[src/rtl/pps_stamp_pkg.sv]
package pps_stamp_pkg;

    typedef enum logic {
        MODE_SECS   = 1'b0,
        MODE_ARMRST = 1'b1
    } stamp_mode_e;

    typedef enum logic {
        ST_IDLE  = 1'b0,
        ST_ARMED = 1'b1
    } arm_state_e;

endpackage

[src/rtl/pps_sync_edge.sv]
module pps_sync_edge #(
    parameter int STAGES = 2
) (
    input  logic clk,
    input  logic rst_n,
    input  logic pin_i,
    output logic rise_o
);
    logic [STAGES-1:0] sync_q;
    logic              prev_q;

    // Chain of synchronizing flops; the depth comes from the parameter
    for (genvar g = 0; g < STAGES; g++) begin : g_stage
        if (g == 0) begin : g_first
            always_ff @(posedge clk) begin
                if (!rst_n) sync_q[g] <= 1'b0;
                else        sync_q[g] <= pin_i;
            end
        end else begin : g_next
            always_ff @(posedge clk) begin
                if (!rst_n) sync_q[g] <= 1'b0;
                else        sync_q[g] <= sync_q[g-1];
            end
        end
    end

    always_ff @(posedge clk) begin
        if (!rst_n) prev_q <= 1'b0;
        else        prev_q <= sync_q[STAGES-1];
    end

    assign rise_o = sync_q[STAGES-1] & ~prev_q;

endmodule

[src/rtl/pps_arm_fsm.sv]
module pps_arm_fsm
    import pps_stamp_pkg::*;
(
    input  logic clk,
    input  logic rst_n,
    input  logic mode_armrst_i,
    input  logic clr_req_i,
    input  logic pps_edge_i,
    output logic armed_o,
    output logic fire_o
);
    arm_state_e state_q;
    arm_state_e state_d;

    // Next-state logic
    always_comb begin
        state_d = state_q;
        unique case (state_q)
            ST_IDLE: begin
                if (mode_armrst_i && clr_req_i) state_d = ST_ARMED;      // arm
            end
            ST_ARMED: begin
                if (!mode_armrst_i)  state_d = ST_IDLE;                 // abandon
                else if (pps_edge_i) state_d = ST_IDLE;                 // fire
            end
            default: state_d = ST_IDLE;
        endcase
    end

    // State register
    always_ff @(posedge clk) begin
        if (!rst_n) state_q <= ST_IDLE;
        else        state_q <= state_d;
    end

    // Outputs
    always_comb begin
        armed_o = 1'b0;
        fire_o  = 1'b0;
        unique case (state_q)
            ST_IDLE: begin
                armed_o = 1'b0;
                fire_o  = 1'b0;
            end
            ST_ARMED: begin
                armed_o = 1'b1;
                fire_o  = mode_armrst_i & pps_edge_i;
            end
            default: begin
                armed_o = 1'b0;
                fire_o  = 1'b0;
            end
        endcase
    end

endmodule

[src/rtl/pps_stamp_core.sv]
module pps_stamp_core #(
    parameter int TS_W = 64
) (
    input  logic            clk,
    input  logic            rst_n,
    input  logic            mode_armrst_i,
    input  logic            sample_vld_i,
    input  logic            pps_edge_i,
    input  logic            fire_i,
    output logic [TS_W-1:0] stamp_o
);
    localparam int HALF = TS_W / 2;

    logic [HALF-1:0] up_q, up_d;
    logic [HALF-1:0] lo_q, lo_d;

    always_comb begin
        up_d = up_q;
        lo_d = lo_q;
        if (!mode_armrst_i) begin
            // seconds-tag: the upper half counts PPS edges, the lower half counts samples
            if (pps_edge_i) begin
                up_d = up_q + HALF'(1);
                lo_d = '0;
            end else if (sample_vld_i) begin
                lo_d = lo_q + HALF'(1);
            end
        end else begin
            // armed-reset: one full-width sample counter
            if (fire_i) begin
                up_d = '0;
                lo_d = '0;
            end else if (sample_vld_i) begin
                {up_d, lo_d} = {up_q, lo_q} + TS_W'(1);
            end
        end
    end

    always_ff @(posedge clk) begin
        if (!rst_n) begin
            up_q <= '0;
            lo_q <= '0;
        end else begin
            up_q <= up_d;
            lo_q <= lo_d;
        end
    end

    assign stamp_o = {up_q, lo_q};

endmodule

[src/rtl/pps_stamp_counter.sv]
module pps_stamp_counter
    import pps_stamp_pkg::*;
#(
    parameter int TS_W        = 64,
    parameter int SYNC_STAGES = 2
) (
    input  logic            clk,
    input  logic            rst_n,
    input  logic            sample_vld,
    input  logic            pps_pin,
    input  logic            mode_sel,
    input  logic            clr_req,
    output logic [TS_W-1:0] stamp,
    output logic            pps_seen,
    output logic            armed
);
    stamp_mode_e mode;
    logic        mode_armrst;
    logic        pps_edge;
    logic        fire;

    assign mode        = stamp_mode_e'(mode_sel);
    assign mode_armrst = (mode == MODE_ARMRST);

    pps_sync_edge #(
        .STAGES (SYNC_STAGES)
    ) u_sync (
        .clk    (clk),
        .rst_n  (rst_n),
        .pin_i  (pps_pin),
        .rise_o (pps_edge)
    );

    pps_arm_fsm u_fsm (
        .clk           (clk),
        .rst_n         (rst_n),
        .mode_armrst_i (mode_armrst),
        .clr_req_i     (clr_req),
        .pps_edge_i    (pps_edge),
        .armed_o       (armed),
        .fire_o        (fire)
    );

    pps_stamp_core #(
        .TS_W (TS_W)
    ) u_core (
        .clk           (clk),
        .rst_n         (rst_n),
        .mode_armrst_i (mode_armrst),
        .sample_vld_i  (sample_vld),
        .pps_edge_i    (pps_edge),
        .fire_i        (fire),
        .stamp_o       (stamp)
    );

    assign pps_seen = pps_edge;

endmodule

[config.mk]
export PLATFORM = sky130hd
export DESIGN_NAME = pps_stamp_counter
export DESIGN_NICKNAME = d
export VERILOG_FILES = /design/src/rtl/pps_stamp_pkg.sv /design/src/rtl/pps_sync_edge.sv /design/src/rtl/pps_arm_fsm.sv /design/src/rtl/pps_stamp_core.sv /design/src/rtl/pps_stamp_counter.sv
export SDC_FILE = /design/constraint.sdc
export NUM_CORES = 1
export LEC_CHECK = 0
export ABC_AREA = 1
export BUFFER_PORTS_ARGS = -buffer_cell sky130_fd_sc_hd__clkbuf_2
export CAP_MARGIN = 20
export CORE_MARGIN = 1.5
export CORE_UTILIZATION = 25
export DETAILED_ROUTE_END_ITERATION = 10
export PLACE_DENSITY_LB_ADDON = 0.12
export SETUP_SLACK_MARGIN = 0.5
export SLEW_MARGIN = 20
export SYNTH_ARGS = -nofsm -noshare
export SYNTH_HDL_FRONTEND = slang
export SYNTH_SLANG_ARGS = --single-unit
export TNS_END_PERCENT = 30
[constraint.sdc]
create_clock -name clk -period 3.1 [get_ports clk]
set_input_delay 0.62 -clock clk [delete_from_list [all_inputs] [get_ports clk]]
set_output_delay 0.62 -clock clk [all_outputs]
set_load 0.005 [all_outputs]
### Yosys cells after proc, flatten, opt, wreduce, memory -nomap -nowiden

Index checks and enable logic that the tools add are counted.

| storage, ports and cells | value |
|---|---|
| flip-flop bits (word level) | 68 |
| input bits | 6 |
| output and inout bits | 66 |
| word-level logic and storage cells | 34 |

| cells by class | value |
|---|---|
| add/subtract/negate cells | 3 |
| equal/unequal tests | 1 |
| multiplexer cells | 15 |
| bitwise logic cells | 4 |
| reductions and logical operators | 5 |

Operators by type and width:

| operator | count |
|---|---|
| 32-bit two-way mux | 9 |
| 32-bit by 1-bit adder with 32-bit output, second input constant | 2 |
| 64-bit by 1-bit adder with 64-bit output, second input constant | 1 |
| 1-bit one-hot mux with 2 select lines | 3 |
| 2-bit AND reduction | 2 |
| 1-bit two-way mux | 3 |
| 3-bit by 2-bit inequality test with 1-bit output, second input constant | 1 |
| 3-bit nonzero test | 1 |
| 1-bit AND | 2 |
| 1-bit NOT | 2 |
| 2-bit nonzero test | 1 |
| 1-bit logical AND | 1 |

### Longest topological paths before layout

Gate-level depths: netlist of run 1.

| logic depth | value |
|---|---|
| word-level depth | 6 |
| mapped depth | 11 |
| gate-level depth less buffers | 11 |

### By module

Synthesis of run 1 repeated with hierarchy kept, for this count alone.

| second synthesis, totals | value |
|---|---|
| cells, all modules | 898 |
| area total of the unflattened synthesis | 5,138.7 um2 |

By module, submodules not included:

| module | times used | cells each | area each (um2) | seq. area each (um2) |
|---|---|---|---|---|
| pps_stamp_core | 1 | 878 | 4,993.5 | 1,281.2 |
| pps_sync_edge | 1 | 11 | 92.6 | 60.1 |
| pps_arm_fsm | 1 | 9 | 52.6 | 20.0 |

### Worst setup path before layout of run 1

No wires, ideal clock.

| timing | value |
|---|---|
| path kind | input -> register |
| start point | input sample_vld |
| end point | register u_core.up_q[21] |
| setup time | 0.119 ns |
| data arrival time | 1.472 ns |
| required time | 2.981 ns |
| path slack | 1.508 ns |
| cell stages on the path | 5 |
| path buffers | 2 |
| cells stage by stage | clkbuf_1 o22ai_2 clkbuf_1 a21oi_1 a21oi_1 |

| between the ends | value |
|---|---|
| cells in the longest elaborated chain, start to end | 2 |

RTL lines:

| element | line | source |
|---|---|---|
| from (decl) | pps_stamp_counter.sv:9 | `input logic sample_vld,` |
| 3-bit by 2-bit inequality test with 1-bit output (no source line) | - |  |
| 2-bit AND reduction (no source line) | - |  |
| to (signal assigned) | pps_stamp_core.sv:44 | `up_q <= up_d;` |
| to (decl) | pps_stamp_core.sv:14 | `logic [HALF-1:0] up_q, up_d;` |

No other way between the ends.
A chain may end at the register's enable or synchronous reset.

### Worst setup path after layout of run 1

| timing | value |
|---|---|
| start point | register u_core.up_q[1] |
| end point | register u_core.up_q[16] |

| between the ends | value |
|---|---|
| cells in the longest elaborated chain, start to end | 4 |
| elaborated cells between the ends (all ways) | 6 |
| classes of those cells | add/sub: 2; mux: 4 |

RTL lines:

| element | line | source |
|---|---|---|
| 64-bit by 1-bit adder with 64-bit output | pps_stamp_core.sv:34 | `{up_d, lo_d} = {up_q, lo_q} + TS_W'(1);` |
| 32-bit two-way mux | pps_stamp_core.sv:33 | `end else if (sample_vld_i) begin` |
| 32-bit two-way mux | pps_stamp_core.sv:30 | `if (fire_i) begin` |
| 32-bit two-way mux (*) | pps_stamp_core.sv:20 | `if (!mode_armrst_i) begin` |

Mark *: on every way between the ends. The rest lies on a longest branch, timed or not. The select of a mux whose other input is x is not followed.

==> results.txt, run 1 <==
- The floorplan step set the die width to 147.8 microns.
- Hold wc startpoint: u_sync.sync_q[0]
- Final Hold Vio Count: 0
* Syn avg cell area: 5.664 sq um
- Clock group share of total power: 49.2%
- Number of buffers inserted for hold repair after clock tree synthesis: 0
- For this run, design rule violations remaining after detail routing come to 0.
- After filler insertion, the fill cell instance count of the layout stands at 2,384.
* Int Pwr: 1.760 mW
* Critical path origin: u_core.up_q[1]
* Slack of the worst reg-to-reg path: 1.15 ns
- Commonest non-fill, non-tap cell in the layout: sky130_fd_sc_hd__nand2_1
- Critical path class: reg2reg
* Sequential share of power: 40.0%
- The number of global-route vias before repair was 5,547.
- Along the worst path, the maximum fanout reaches 7.
* Slew headroom: 53.08%
- The critical path goes through ha_1, inv_1, nor2_1, nand2_2, nor2_4, inv_2, nor2_1, nand3_1, a21oi_1, nor2_1.
- Entering global routing, the biggest net connects 39 pins.
- Net total in the final layout: 1,003
- Setup violations remaining at the end of the flow were counted as 0.
- Clk Tree Root Cell: sky130_fd_sc_hd__clkbuf_16
- In this run, distinct cell masters in the synthesized netlist total 37.
- Summed over all nets, the half-perimeter wirelength after detailed placement is 15,340 microns.
- Switching share of power: 28.56%
* Worst min path class: reg2reg
* Switching power summed over all nets: 0.7033 mW
* Data required time of the critical path: 3.35 ns
* Area delta synth->final: 18.89%
- Maximum cell stage delay along the critical path: 0.45 ns
* Num Clock Sinks: 68
- Summed over all layers, the global routing overflow is 0.
- Unrepaired setup endpoints after global routing: no
- Top-Level Pins: 72
- Starting density of the core: 25.72%
- Count of nets left with antenna violations after detail routing: 0
* Count of pins over their slew limit: 0
- After routing, the total negative slack on setup checks comes to 0 ns.
- Capture point of the worst reg-to-reg path: u_core.up_q[16]
- Crit path time final: 1.949 ns
- Vias per Instance: 4.617
- Once the clock tree was built, the setup fixing pass inserted 0 buffers.
- Gates resized during post-CTS repair numbered 0.
- The slowest stage of the critical path belongs to the cell sky130_fd_sc_hd__dfxtp_1.
* Total core area: 20,360 sq um
- Counting instances, the worst hold path has a depth of 2.
* Total via count after detailed routing: 5,864
- The H-tree generated during clock tree synthesis spans 3 levels.
- Routability-driven placement finished with a final weighted congestion of 0.8591.
- The first routing iteration left 423 violations.
- The first global-routing pass estimated 31,220 microns of wire.
- Synthesis produced a netlist with a net count of 933.
- TritonCTS built the clock tree.
- Synthesis inferred 68 register bits.
- Dividing the final minimum period by the clock period gives 62.87%.
- The die covers 21,830 sq um.
* Most repeated library cell on the critical path: sky130_fd_sc_hd__nor2_1
* Syn Std Cell Area: 5239 sq um
- Synthesized netlist cell count: 925
* Endpoint arrival time on the critical path: 2.20 ns
- Setup skew after layout: 0.01257 ns
- Sequential elements use 25.99% of the synthesized area.
- The post-route netlist has 16.60% of its cells at a drive strength greater than 1.
- Cell types with the largest area share after synthesis: sky130_fd_sc_hd__dfxtp_1, sky130_fd_sc_hd__nand2_1, sky130_fd_sc_hd__nor2_1
* Drt wl/cell: 15.66 microns
- The number of antenna violations at the first check in global routing came to 0.
- Clock Path Buffers: 2
* Detailed Routing Iterations Pass 1: 7
- Leakage dissipation: 2.477 nW
- Power density over the cells: 395.4 nW/um^2
- In the layout the commonest cells are sky130_fd_sc_hd__nand2_1, sky130_fd_sc_hd__nor2_1, sky130_fd_sc_hd__inv_1.
* Min-Delay Endpoint: u_sync.sync_q[1]
- Clk slew on worst S/H paths: 0.07 ns
- Power share of the combinational group: 10.8%
* GR Util All Layers: 18.65%
* Chip height: 147.8 microns
- Number of diodes: 0
* Buffer and inverter count on the worst path: 2
* Peak ir drop on the vdd network: 259.5 uV
- In this run, CTS created clock tree buffers numbering 9.
- Counting cells, the worst reg-to-reg path comes to 10.
- The routed design has 19,890 microns of wire.
- The run finished with clean final reports.
* Count of standard-cell rows: 52
- Reg-to-reg startpoint: u_core.up_q[1]
- The design draws 2.463 mW.
* Total number of yosys warnings: 0
* Top cell family by delay on the critical path: simple AND/OR/NAND/NOR gates
- Based on the critical path, the design can be clocked at up to 0.5131 GHz.
- STA classifies the critical path endpoint as a flop.
- Clock latency of the later-clocked register in the worst-skew pair: 0.36 ns
* Post-synth top area share: 25.99%
* Buffers added on ports: 71
- Crit path launch type: flop
- Synth area leader: sky130_fd_sc_hd__dfxtp_1
* Worst Tran Pin Value: 0.7038 ns
- Reported max-cap violation count: 0
-- per-layer routing --
metal	routed length (microns)	share of wire (%)	up-vias	track usage (%)
met4	384	1.9	0	6.250
met5	0	0	-	0
met3	555	2.8	25	2.593
met1	10070	51	2653	26.07
li1	-	-	3086	-
met2	8883	45	100	29.35
-- worst max-delay path by stage --
stage / to / slack, ns / depth (start not counted)
2_1_floorplan: u_core.up_q[21] / 1.51 / 5
3_3_place_gp: u_core.lo_q[29] / 0.85 / 11
3_5_place_dp: u_core.up_q[31] / 0.83 / 6
4_1_cts: u_core.up_q[22] / 1.14 / 10
5_1_grt: u_core.up_q[16] / 0.96 / 10
6_report: u_core.up_q[16] / 1.15 / 10
-- power by group through the flow --
stage | Sequential (mW) | Combinational [mW] | Clock, mW
after global routing | 0.994 | 0.307 | 1.26
after detailed placement | 1.01 | 0.269 | 0
after global placement | 1.01 | 0.269 | 0
final | 0.984 | 0.267 | 1.21
after CTS | 0.986 | 0.270 | 1.23
after floorplan | 0.978 | 0.176 | 0
-- final cells by class --
| class | instances | area [sq um] | area share, % |
|---|---|---|---|
| Tap cell | 270 | 337.8 | 5.424 |
| Inverter | 125 | 469.2 | 7.533 |
| Sequential cell | 68 | 1361 | 21.86 |
| Timing Repair Buffer | 79 | 415.4 | 6.669 |
| Clock inverter | 5 | 83.83 | 1.346 |
| Multi-Input combinational cell | 712 | 3308 | 53.11 |
| Clock buffer | 11 | 252.7 | 4.058 |
-- stage by stage --
stage / area, sq um / std cells / utilization (%) / setup WS, ns / hold slack [ns]
2_1_floorplan: 5239 / 925 / - / 1.508 / 0.3905
3_3_place_gp: 5892 / 1254 / 28.93 / 0.8477 / 0.4028
3_5_place_dp: 5892 / 1254 / 28.93 / 0.8267 / 0.4002
4_1_cts: 6228 / 1270 / 30.58 / 1.139 / 0.4179
5_1_grt: 6228 / 1270 / 30.58 / 0.9560 / 0.4302
6_report: 6228 / 1270 / 30.58 / 1.151 / 0.4144
-- cells in the mapped netlist, drive strengths merged --
| cell | n |
|---|---|
| o21a | 2 |
| a211oi | 2 |
| o22ai | 1 |
| nand2 | 273 |
| o21bai | 6 |
| nor2 | 178 |
| ha | 2 |
| buf | 13 |
| a2bb2oi | 1 |
| a311oi | 1 |
| a31oi | 5 |
| o221a | 1 |
| and2 | 1 |
| inv | 125 |
| dfxtp | 68 |
| xor2 | 5 |
| o21ai | 66 |
| o31ai | 3 |
| nor3 | 11 |
| nand3 | 75 |
| nor3b | 3 |
| and3 | 3 |
| o211a | 1 |
| nand4 | 5 |
| clkbuf | 7 |
| xnor2 | 1 |
| a21oi | 66 |
-- kinds of logic (layout without fill, tap and decap cells) --
kind of cell               after synthesis  in the layout  synth area share, %
buffers and inverters                  145            220                10.87
and+or+nand+nor                        549            549                45.55
DFF                                     68             68                25.99
AOI/OAI and AO/OA                      155            155                16.12
adders and majority gates                2              2               0.4776
xor gates and xnor gates                 6              6                1.003
-- flip-flops by register name, summed over array words and instances (netlist names) --
signal and cells:
u_core.lo_q 32, u_core.up_q 32, u_fsm.state_q 1, u_sync.prev_q 1, u_sync.sync_q 2
-- worst register-to-register path, cell delays in order, from the launching register on --
cell and delay [ns]:
sky130_fd_sc_hd__dfxtp_1 0.45, sky130_fd_sc_hd__ha_1 0.34, sky130_fd_sc_hd__inv_1 0.11, sky130_fd_sc_hd__nor2_1 0.14
sky130_fd_sc_hd__nand2_2 0.13, sky130_fd_sc_hd__nor2_4 0.18, sky130_fd_sc_hd__inv_2 0.05, sky130_fd_sc_hd__nor2_1 0.16
sky130_fd_sc_hd__nand3_1 0.10, sky130_fd_sc_hd__a21oi_1 0.13, sky130_fd_sc_hd__nor2_1 0.05
(Power assumes the default switching activity.)
==> inputs of run 2 (changes only) <==
--- a/config.mk
+++ b/config.mk
@@ -5,7 +5,7 @@
 export SDC_FILE = /design/constraint.sdc
 export NUM_CORES = 1
 export LEC_CHECK = 0
-export ABC_AREA = 1
+export ABC_AREA = 0
 export BUFFER_PORTS_ARGS = -buffer_cell sky130_fd_sc_hd__clkbuf_2
 export CAP_MARGIN = 20
 export CORE_MARGIN = 1.5
==> constraint.sdc (replaced) <==
create_clock -name clk -period 2.04 [get_ports clk]
set_input_delay 0.408 -clock clk [delete_from_list [all_inputs] [get_ports clk]]
set_output_delay 0.408 -clock clk [all_outputs]
set_load 0.005 [all_outputs]
==> results.txt, run 2 <==
- Detailed router's first-iteration violation count: 333 (-21%)
* Clk slew on worst S/H paths: 0.06 ns (about the same)
- Distinct cell type count after synthesis: 68 (+84%)
* Worst Tran Pin Value: 0.5373 ns (-0.1666 ns)
- Worst setup EP type: flop
* Net total in the final layout: 775 (-23%)
* Hold wc startpoint: clr_req
* Top flop regs: u_core.lo_q (32), u_core.up_q (32), u_sync.sync_q (2)
* Reg-to-reg startpoint: u_core.lo_q[17]
- The final count of negative-setup-slack endpoints was 0 (unchanged).
- The detailed router used layers up to and including met4.
- The remaining global-route overflow was 0 (unchanged).
- The initial cell density of the core came to 25.85% (+0.12 points).
* Reported max-cap violation count: 0 (unchanged)
- The count of port buffers added during placement came to 71 (unchanged).
- The average size of a mapped cell was 7.657 sq um (+35%).
- The proportion of total power due to net switching is 24.04% (-4.5 points).
- The via count normalized by instance count is 5.240 (+13%).
- The peak supply drop is 400.6 uV (+54%).
- Num Clock Sinks: 68 (unchanged)
- Number of enable-type register cells in the synthesized netlist: 0 (unchanged)
* Routed met2 length: 9234 microns (+4.0%)
- The endpoint identified for the worst register-to-register timing path is u_core.up_q[30].
- Maximum cell stage delay along the critical path: 0.59 ns (+0.14 ns)
- Min-Delay Endpoint: u_fsm.state_q
* Remaining DRCs: 0 (unchanged)
- Worst hold path stage count: 3 (+1)
- Drt wl/cell: 18.91 microns (+21%)
* Cells along the critical path: and4_4, nand4_1, or4_4, o311a_1, o31a_1
- Top cell family by delay on the critical path: simple AND/OR/NAND/NOR gates
* Share of post-route cells with drive strength above 1: 55.25% (+39 points)
- The arrival time at the worst endpoint is 2.26 ns (+0.06 ns).
* Sequential share of power: 41.6% (+1.6 points)
- The proportion of synthesized chip area in sequential cells was 32.80% (+6.8 points).
- Crit path launch type: flop
- The total nets after synthesis is 550 (-41%).
- sky130_fd_sc_hd__dfxtp_1 takes more of the synthesized area than any other cell.
* Setup skew after layout: 0.008982 ns (-0.003584 ns)
- Worst min path class: in2reg
- Count of pins over their slew limit: 0 (unchanged)
* # fillers: 1,578 (-34%)
* Slack of the worst reg-to-reg path: 0.01 ns (-1.14 ns)
- The number of CTS-inserted buffers is 9 (unchanged).
* Critical path class: reg2reg
* Data required time of the critical path: 2.28 ns (-1.07 ns)
- GR Util All Layers: 21.00% (+2.3 points)
- Commonest cells after routing, fill and taps aside: sky130_fd_sc_hd__buf_4, sky130_fd_sc_hd__clkbuf_2, sky130_fd_sc_hd__nor2_1
- The antenna diode count is 0 (unchanged).
- The overall routed net length came to 18,660 microns (-6.2%).
- Total core area: 16,060 sq um (-21%)
* Number of buffers inserted for hold repair after clock tree synthesis: 0 (unchanged)
- The cell count of the worst reg-to-reg path came to 5 (-5).
- The post-synthesis cell count is 542 (-41%).
- Most frequent cells after synthesis: sky130_fd_sc_hd__nor2_1, sky130_fd_sc_hd__dfxtp_1, sky130_fd_sc_hd__nand2_1, sky130_fd_sc_hd__nand3_1
- Maximum net fanout on the critical path: 5 (-2)
- The reported net switching power was 0.7720 mW (+9.8%).
- The flow ran to the end, and the final reports show no timing, DRC or antenna violations.
- The total number of H-tree levels is 3 (unchanged).
- The part of the power in combinational logic came to 8.8% (-2.0 points).
- Detailed-routed wire length on met3: 843 microns (+52%)
- The sequential cell area is 1438 sq um (+5.6%).
* Count of nets left with antenna violations after detail routing: 0 (unchanged)
- The synthesized cell area is 4150 sq um (-21%).
- Leaving out fill and tap cells, the most frequent cell in the layout is sky130_fd_sc_hd__buf_4.
- The number of global-route vias before repair came to 4,988 (-10%).
* Power density over the cells: 444.5 nW/um^2 (+12%)
- Placer Congestion: 0.9046 (+5.3%)
- Slew headroom: 63.94% (+11 points)
- Clock Path Buffers: 2 (unchanged)
- The count of endpoints failing hold in the final timing report is 0 (unchanged).
- Detailed Routing Iterations Pass 1: 5 (-2)
- The synthesis-stage register bit count came to 68 (unchanged).
* Total number of yosys warnings: 0 (unchanged)
* Wire length of the first global-routing pass: 28,380 microns (-9.1%)
- Clk Tree Root Cell: sky130_fd_sc_hd__clkbuf_16
- Horizontal die dimension: 131.8 microns (-11%)
* Area of combinational cells with multiple inputs: 3403 sq um (+2.9%)
- Top-Level Pins: 72 (unchanged)
- Max frequency: 0.4934 GHz (-3.9%)
- The buffers plus inverters on the worst setup path is 0 (-2).
* Maximum number of pins on one net before global-route repair: 33 (-15%)
- Int Pwr: 2.440 mW (+39%)
- Fraction of registers with async set or reset after synthesis: 0% (unchanged)
- The overall power consumption was 3.212 mW (+30%).
- Library cell with the highest instance count after synthesis: sky130_fd_sc_hd__nor2_1
* Post-route fraction of the period consumed by the critical path: 99.36% (+36 points)
* Critical path's slowest cell: sky130_fd_sc_hd__or4_4
- Area delta synth->final: 74.10%
- The standby leakage power came to 3.063 nW (+24%).
- Total via count after detailed routing: 5,172 (-12%)
- The height of the die came to 131.8 microns (-11%).
- The half-perimeter wire length after placement was 14,040 microns (-8.5%).
* Count of standard-cell rows: 46 (-12%)
- The final critical delay including setup and external delays came to 2.027 ns (+0.07806 ns).
- The routed length on met1 came to 8225 microns (-18%).
* Post-synth top area share: 32.80% (+6.8 points)
* Cell types with the largest area share after synthesis: sky130_fd_sc_hd__dfxtp_1, sky130_fd_sc_hd__nor2_1, sky130_fd_sc_hd__nand2_1
- The number of antenna violations at the first check in global routing was 0 (unchanged).
* Clock group share of total power: 49.6% (+0.4 points)
- CTS tree: done
- The clock latency on the worst-skew pair was 0.34 ns (-0.02 ns).
- Unrepaired setup endpoints after global routing: yes
* Setup TNS after final layout: 0 ns (unchanged)
* Die area: 17,380 sq um (-20%)
* Most used flip-flop cell after synthesis: sky130_fd_sc_hd__dfxtp_1
-- run 2: cell types whose count changed after synthesis, moves of 21 or more --
| cell | delta |
|---|---|
| sky130_fd_sc_hd__nand4_1 | +21 |
| sky130_fd_sc_hd__inv_1 | -104 |
| sky130_fd_sc_hd__nand3_1 | -43 |
| sky130_fd_sc_hd__a21oi_1 | -39 |
| sky130_fd_sc_hd__o21ai_1 | -28 |
| sky130_fd_sc_hd__nor2_2 | -29 |
| sky130_fd_sc_hd__nor2_1 | -65 |
| sky130_fd_sc_hd__nand2_1 | -203 |
-- run 2: logic make-up after synthesis --
kind of cell | after synthesis | share of synthesized area, %
buffers and inverters | 31 | 3.195
flip-flops | 68 | 32.80
AND/OR/NAND/NOR | 301 | 38.56
adder cells (fa/ha/maj) | 2 | 0.6029
XOR/XNOR | 27 | 5.698
AO/OA/AOI/OAI | 104 | 16.88
multiplexers | 9 | 2.261
-- run 2: per-stage QoR --
stage	hold WS, ns	area (sq um)	instances	worst slack, ns	utilization (%)
3_3_place_gp	0.4165	5924	948	-0.1013	36.89
2_1_floorplan	0.4119	4312	542	0.04374	-
4_1_cts	0.2672	6623	981	0.05905	41.24
3_5_place_dp	0.4263	5924	948	-0.1088	36.89
6_report	0.2748	7226	987	0.01311	45.00
5_1_grt	0.3035	7226	987	-0.04772	45.00
-- run 2: area by class of cell --
cell class | count | share of cell area, %
multi-input combinational | 443 | 47.10
timing repair buffer | 239 | 24.80
sequential | 68 | 19.90
tap | 216 | 3.740
clock buffer | 13 | 3.602
clock inverter | 2 | 0.4848
inverter | 6 | 0.3810
-- run 2: worst min-delay path, cell delays in order --
cell and delay [ns]:
sky130_fd_sc_hd__clkbuf_2 0.08, sky130_fd_sc_hd__nor2_1 0.03, sky130_fd_sc_hd__nor2_1 0.07
-- run 2: how the worst max path moves through the flow --
| stage | end | slack, ns | cells after the start | start |
|---|---|---|---|---|
| floorplan | u_core.up_q[28] | 0.04 | 8 | u_core.up_q[1] |
| global placement | u_core.up_q[31] | -0.10 | 9 | u_core.up_q[3] |
| detailed placement | u_core.up_q[31] | -0.11 | 9 | u_core.up_q[3] |
| CTS | u_core.up_q[30] | 0.06 | 5 | u_core.lo_q[16] |
| global route | u_core.up_q[14] | -0.05 | 7 | u_core.lo_q[5] |
| finish | u_core.up_q[30] | 0.01 | 5 | u_core.lo_q[17] |
-- run 2: per-layer routing --
| metal | track usage, % | up-vias |
|---|---|---|
| li1 | - | 2474 |
| met1 | 26.98 | 2526 |
| met2 | 35.20 | 148 |
| met3 | 3.922 | 24 |
| met4 | 7.346 | 0 |
| met5 | 0 | - |
-- run 2: power by group through the flow --
stage               clock (mW)  combinational [mW]  sequential [mW]
detailed placement           0               0.242             1.37
finish                    1.59               0.282             1.34
floorplan                    0               0.105             1.38
global route              1.70               0.300             1.34
global placement             0               0.243             1.37
CTS                       1.64               0.261             1.34
-- run 2: what timing repair did --
| action | CTS | global route |
|---|---|---|
| resized for setup | 69 | 132 |
| pin swaps | 25 | 100 |
| buffers inserted | 18 | 6 |
| hold endpoints to repair | 0 | 0 |
| setup endpoints to repair | 58 | 59 |
==> inputs of run 3 (changes only) <==
--- a/config.mk
+++ b/config.mk
@@ -5,13 +5,14 @@
 export SDC_FILE = /design/constraint.sdc
 export NUM_CORES = 1
 export LEC_CHECK = 0
-export ABC_AREA = 0
+export ABC_AREA = 1
 export BUFFER_PORTS_ARGS = -buffer_cell sky130_fd_sc_hd__clkbuf_2
 export CAP_MARGIN = 20
 export CORE_MARGIN = 1.5
 export CORE_UTILIZATION = 25
 export DETAILED_ROUTE_END_ITERATION = 10
 export PLACE_DENSITY_LB_ADDON = 0.12
+export RECOVER_POWER = 100
 export SETUP_SLACK_MARGIN = 0.5
 export SLEW_MARGIN = 20
 export SYNTH_ARGS = -nofsm -noshare
==> results.txt, run 3 (synthesized netlist as in run 1, its figures left out) <==
- The area of the core was 20,360 sq um (+27%).
* Remaining DRCs: 0 (unchanged)
- Detailed Routing Iterations Pass 1: 5 (unchanged)
- Commonest non-fill, non-tap cell in the layout: sky130_fd_sc_hd__nand2_1
- Top-Level Pins: 72 (unchanged)
- The antenna diode count is 0 (unchanged).
* Cells along the critical path: ha_4, nand2_4, nor2_4, nand2_4, nor2_1, nand2_4, inv_2, nand2_1, nand2_1, nand3_1, a21oi_1
* Core Util, Final: 36.61% (-8.4 points)
* Buffers added on ports: 71 (unchanged)
- The internal portion of total power came to 2.655 mW (+8.8%).
* Critical path origin: u_core.lo_q[0]
- Crit path launch type: flop
- The peak supply drop is 365.8 uV (-8.7%).
* Starting density of the core: 25.72% (-0.12 points)
- Capture point of the worst reg-to-reg path: u_core.up_q[6]
* Post-route fraction of the period consumed by the critical path: 85.60% (-14 points)
- The worst setup path is captured at a flop.
- Final WL: 21,940 microns (+18%)
- Clock Path Buffers: 2 (unchanged)
* Antenna violations before repair: 0 (unchanged)
- The proportion of total power due to net switching is 29.88% (+5.8 points).
* Status: complete, no violations
- Power share of the combinational group: 16.2% (+7.4 points)
- Final Hold Vio Count: 0 (unchanged)
- The height of the die was 147.8 microns (+12%).
- Reg-to-reg startpoint: u_core.lo_q[0]
- On the critical path the largest part of the delay comes from simple AND/OR/NAND/NOR gates.
- Slack of the worst reg-to-reg path: 0.29 ns (+0.28 ns)
- TritonCTS built the clock tree.
- The tree is rooted in a sky130_fd_sc_hd__clkbuf_16.
- The share of final-layout standard cells stronger than drive strength 1 was 33.05% (-22 points).
* Count of nets left with antenna violations after detail routing: 0 (unchanged)
- Placer Congestion: 0.8003 (-12%)
* Die area: 21,830 sq um (+26%)
- GR Overflow Total: 0 (unchanged)
- The die boundary width came to 147.8 microns (+12%).
* Switching power summed over all nets: 1.132 mW (+47%)
* Critical path capture point: u_core.up_q[6]
- The total via count in the routed design came to 6,349 (+23%).
- Critical path's slowest cell: sky130_fd_sc_hd__dfxtp_1
* Area delta synth->final: 42.30%
- Wire length of the first global-routing pass: 33,000 microns (+16%)
* # fillers: 2,326 (+47%)
- Detailed router's first-iteration violation count: 458 (+38%)
- The largest net degree at the start of global routing was 39 (+18%).
- Data required time of the critical path: 2.32 ns (+0.04 ns)
- Num Clock Sinks: 68 (unchanged)
- Count of standard-cell rows: 52 (+13%)
- The total number of H-tree levels came to 3 (unchanged).
- Critical path class: reg2reg
* Clock latency of the later-clocked register in the worst-skew pair: 0.35 ns (about the same)
* Top flop regs: u_core.lo_q (32), u_core.up_q (32), u_sync.sync_q (2)
* Most repeated library cell on the critical path: sky130_fd_sc_hd__nand2_4
- Number of buffers inserted during clock tree synthesis: 9 (unchanged)
- The average wire length per cell after detail routing is 16.44 microns (-13%).
* Net total in the final layout: 1,068 (+38%)
* Endpoint arrival time on the critical path: 2.02 ns (-0.24 ns)
- The setup TNS came to 0 ns (unchanged).
- The clock-pin slew reported for the worst setup and hold paths after clock tree synthesis was 0.06 ns (about the same).
- The standby leakage power is 3.016 nW (-1.5%).
* Vias per Instance: 4.756 (-9.2%)
- The number of max-cap violations is 0 (unchanged).
- The highest clock frequency the design can meet came to 0.5726 GHz (+16%).
* Sequential share of power: 39.0% (-2.6 points)
* Unrepaired setup endpoints after global routing: yes
* Number of global-route vias before repair: 5,962 (+20%)
- The cell area after placement was 6158 sq um (+3.9%).
- Buffer and inverter count on the worst path: 1 (+1)
- The share of power burned in the clock network came to 44.9% (-4.7 points).
- The critical path depth in cells is 11 (+6).
* Worst Tran Pin Value: 0.8132 ns (+0.2759 ns)
* Maximum cell stage delay along the critical path: 0.41 ns (-0.18 ns)
- GR Util All Layers: 19.67% (-1.3 points)
- The worst-case clock skew is 0.006154 ns (-0.002828 ns).
- The power density over the cells was 507.9 nW/um^2 (+14%).
- The final critical delay including setup and external delays came to 1.746 ns (-0.2806 ns).
- The cell area after layout came to 7455 sq um (+3.2%).
* Worst min path class: in2reg
* Count of pins over their slew limit: 0 (unchanged)
- Slew headroom: 45.79% (-18 points)
- The cell count of the worst reg-to-reg path is 11 (+6).
- Maximum net fanout on the critical path: 4 (-1)
- The half-perimeter wire length after placement is 15,670 microns (+12%).
- In the layout the commonest cells are sky130_fd_sc_hd__nand2_1, sky130_fd_sc_hd__inv_1, sky130_fd_sc_hd__nor2_1.
* Setup violations, final: 0 (unchanged)
[run 3: worst min path at each step]
stage | from | endpoint | cells past startpoint
floorplan | u_sync.sync_q[0] | u_sync.sync_q[1] | 2
global placement | u_sync.sync_q[0] | u_sync.sync_q[1] | 2
detailed placement | u_sync.sync_q[0] | u_sync.sync_q[1] | 2
CTS | pps_pin | u_sync.sync_q[0] | 3
global route | pps_pin | u_sync.sync_q[0] | 3
finish | pps_pin | u_sync.sync_q[0] | 3
[run 3: per-layer routing]
metal,share of wire (%),global-route usage [%]
met2,46,31.59
met5,0,0
met1,50,27.66
met3,3.1,2.222
met4,1.4,5.650
[run 3: power by group through the flow]
stage	sequential [mW]	combinational (mW)	clock [mW]
after detailed placement	1.50	0.494	0
after global routing	1.48	0.677	1.79
after global placement	1.50	0.498	0
after floorplan	1.49	0.267	0
after CTS	1.47	0.516	1.74
final	1.48	0.612	1.70
[run 3: per-stage QoR]
stage                     cells  total power, mW  hold WS (ns)  setup WS (ns)
after floorplan             925            1.754        0.3905         0.4880
after global placement     1284            1.997        0.3976         0.2255
after detailed placement   1284            1.992        0.4066         0.1646
after CTS                  1312            3.733        0.2288         0.4072
after global routing       1335            3.955        0.2553         0.1637
final                      1335            3.787        0.2386         0.2937
[run 3: worst min-delay path, cell delays in order]
cell                       delay (ns)
sky130_fd_sc_hd__clkbuf_2        0.07
sky130_fd_sc_hd__nand2_1         0.04
sky130_fd_sc_hd__inv_1           0.04
[run 3: cell type report]
| cell class | instances | area [sq um] | share of cell area, % |
|---|---|---|---|
| Clock inverter | 5 | 60.06 | 0.8056 |
| Timing Repair Buffer | 144 | 989.7 | 13.28 |
| Sequential cell | 68 | 1374 | 18.43 |
| Tap cell | 270 | 337.8 | 4.532 |
| Multi-Input combinational cell | 712 | 3969 | 53.24 |
| Clock buffer | 11 | 252.7 | 3.390 |
| Inverter | 125 | 471.7 | 6.328 |
[run 3: timing repair]
item                                   CTS  global route
gates resized for setup                119           148
buffers inserted                        12            18
pin swaps                               24            43
setup endpoints to repair               46            54
hold buffers                             0             0
endpoints found under the hold margin    0             0
gates cloned                             0             5
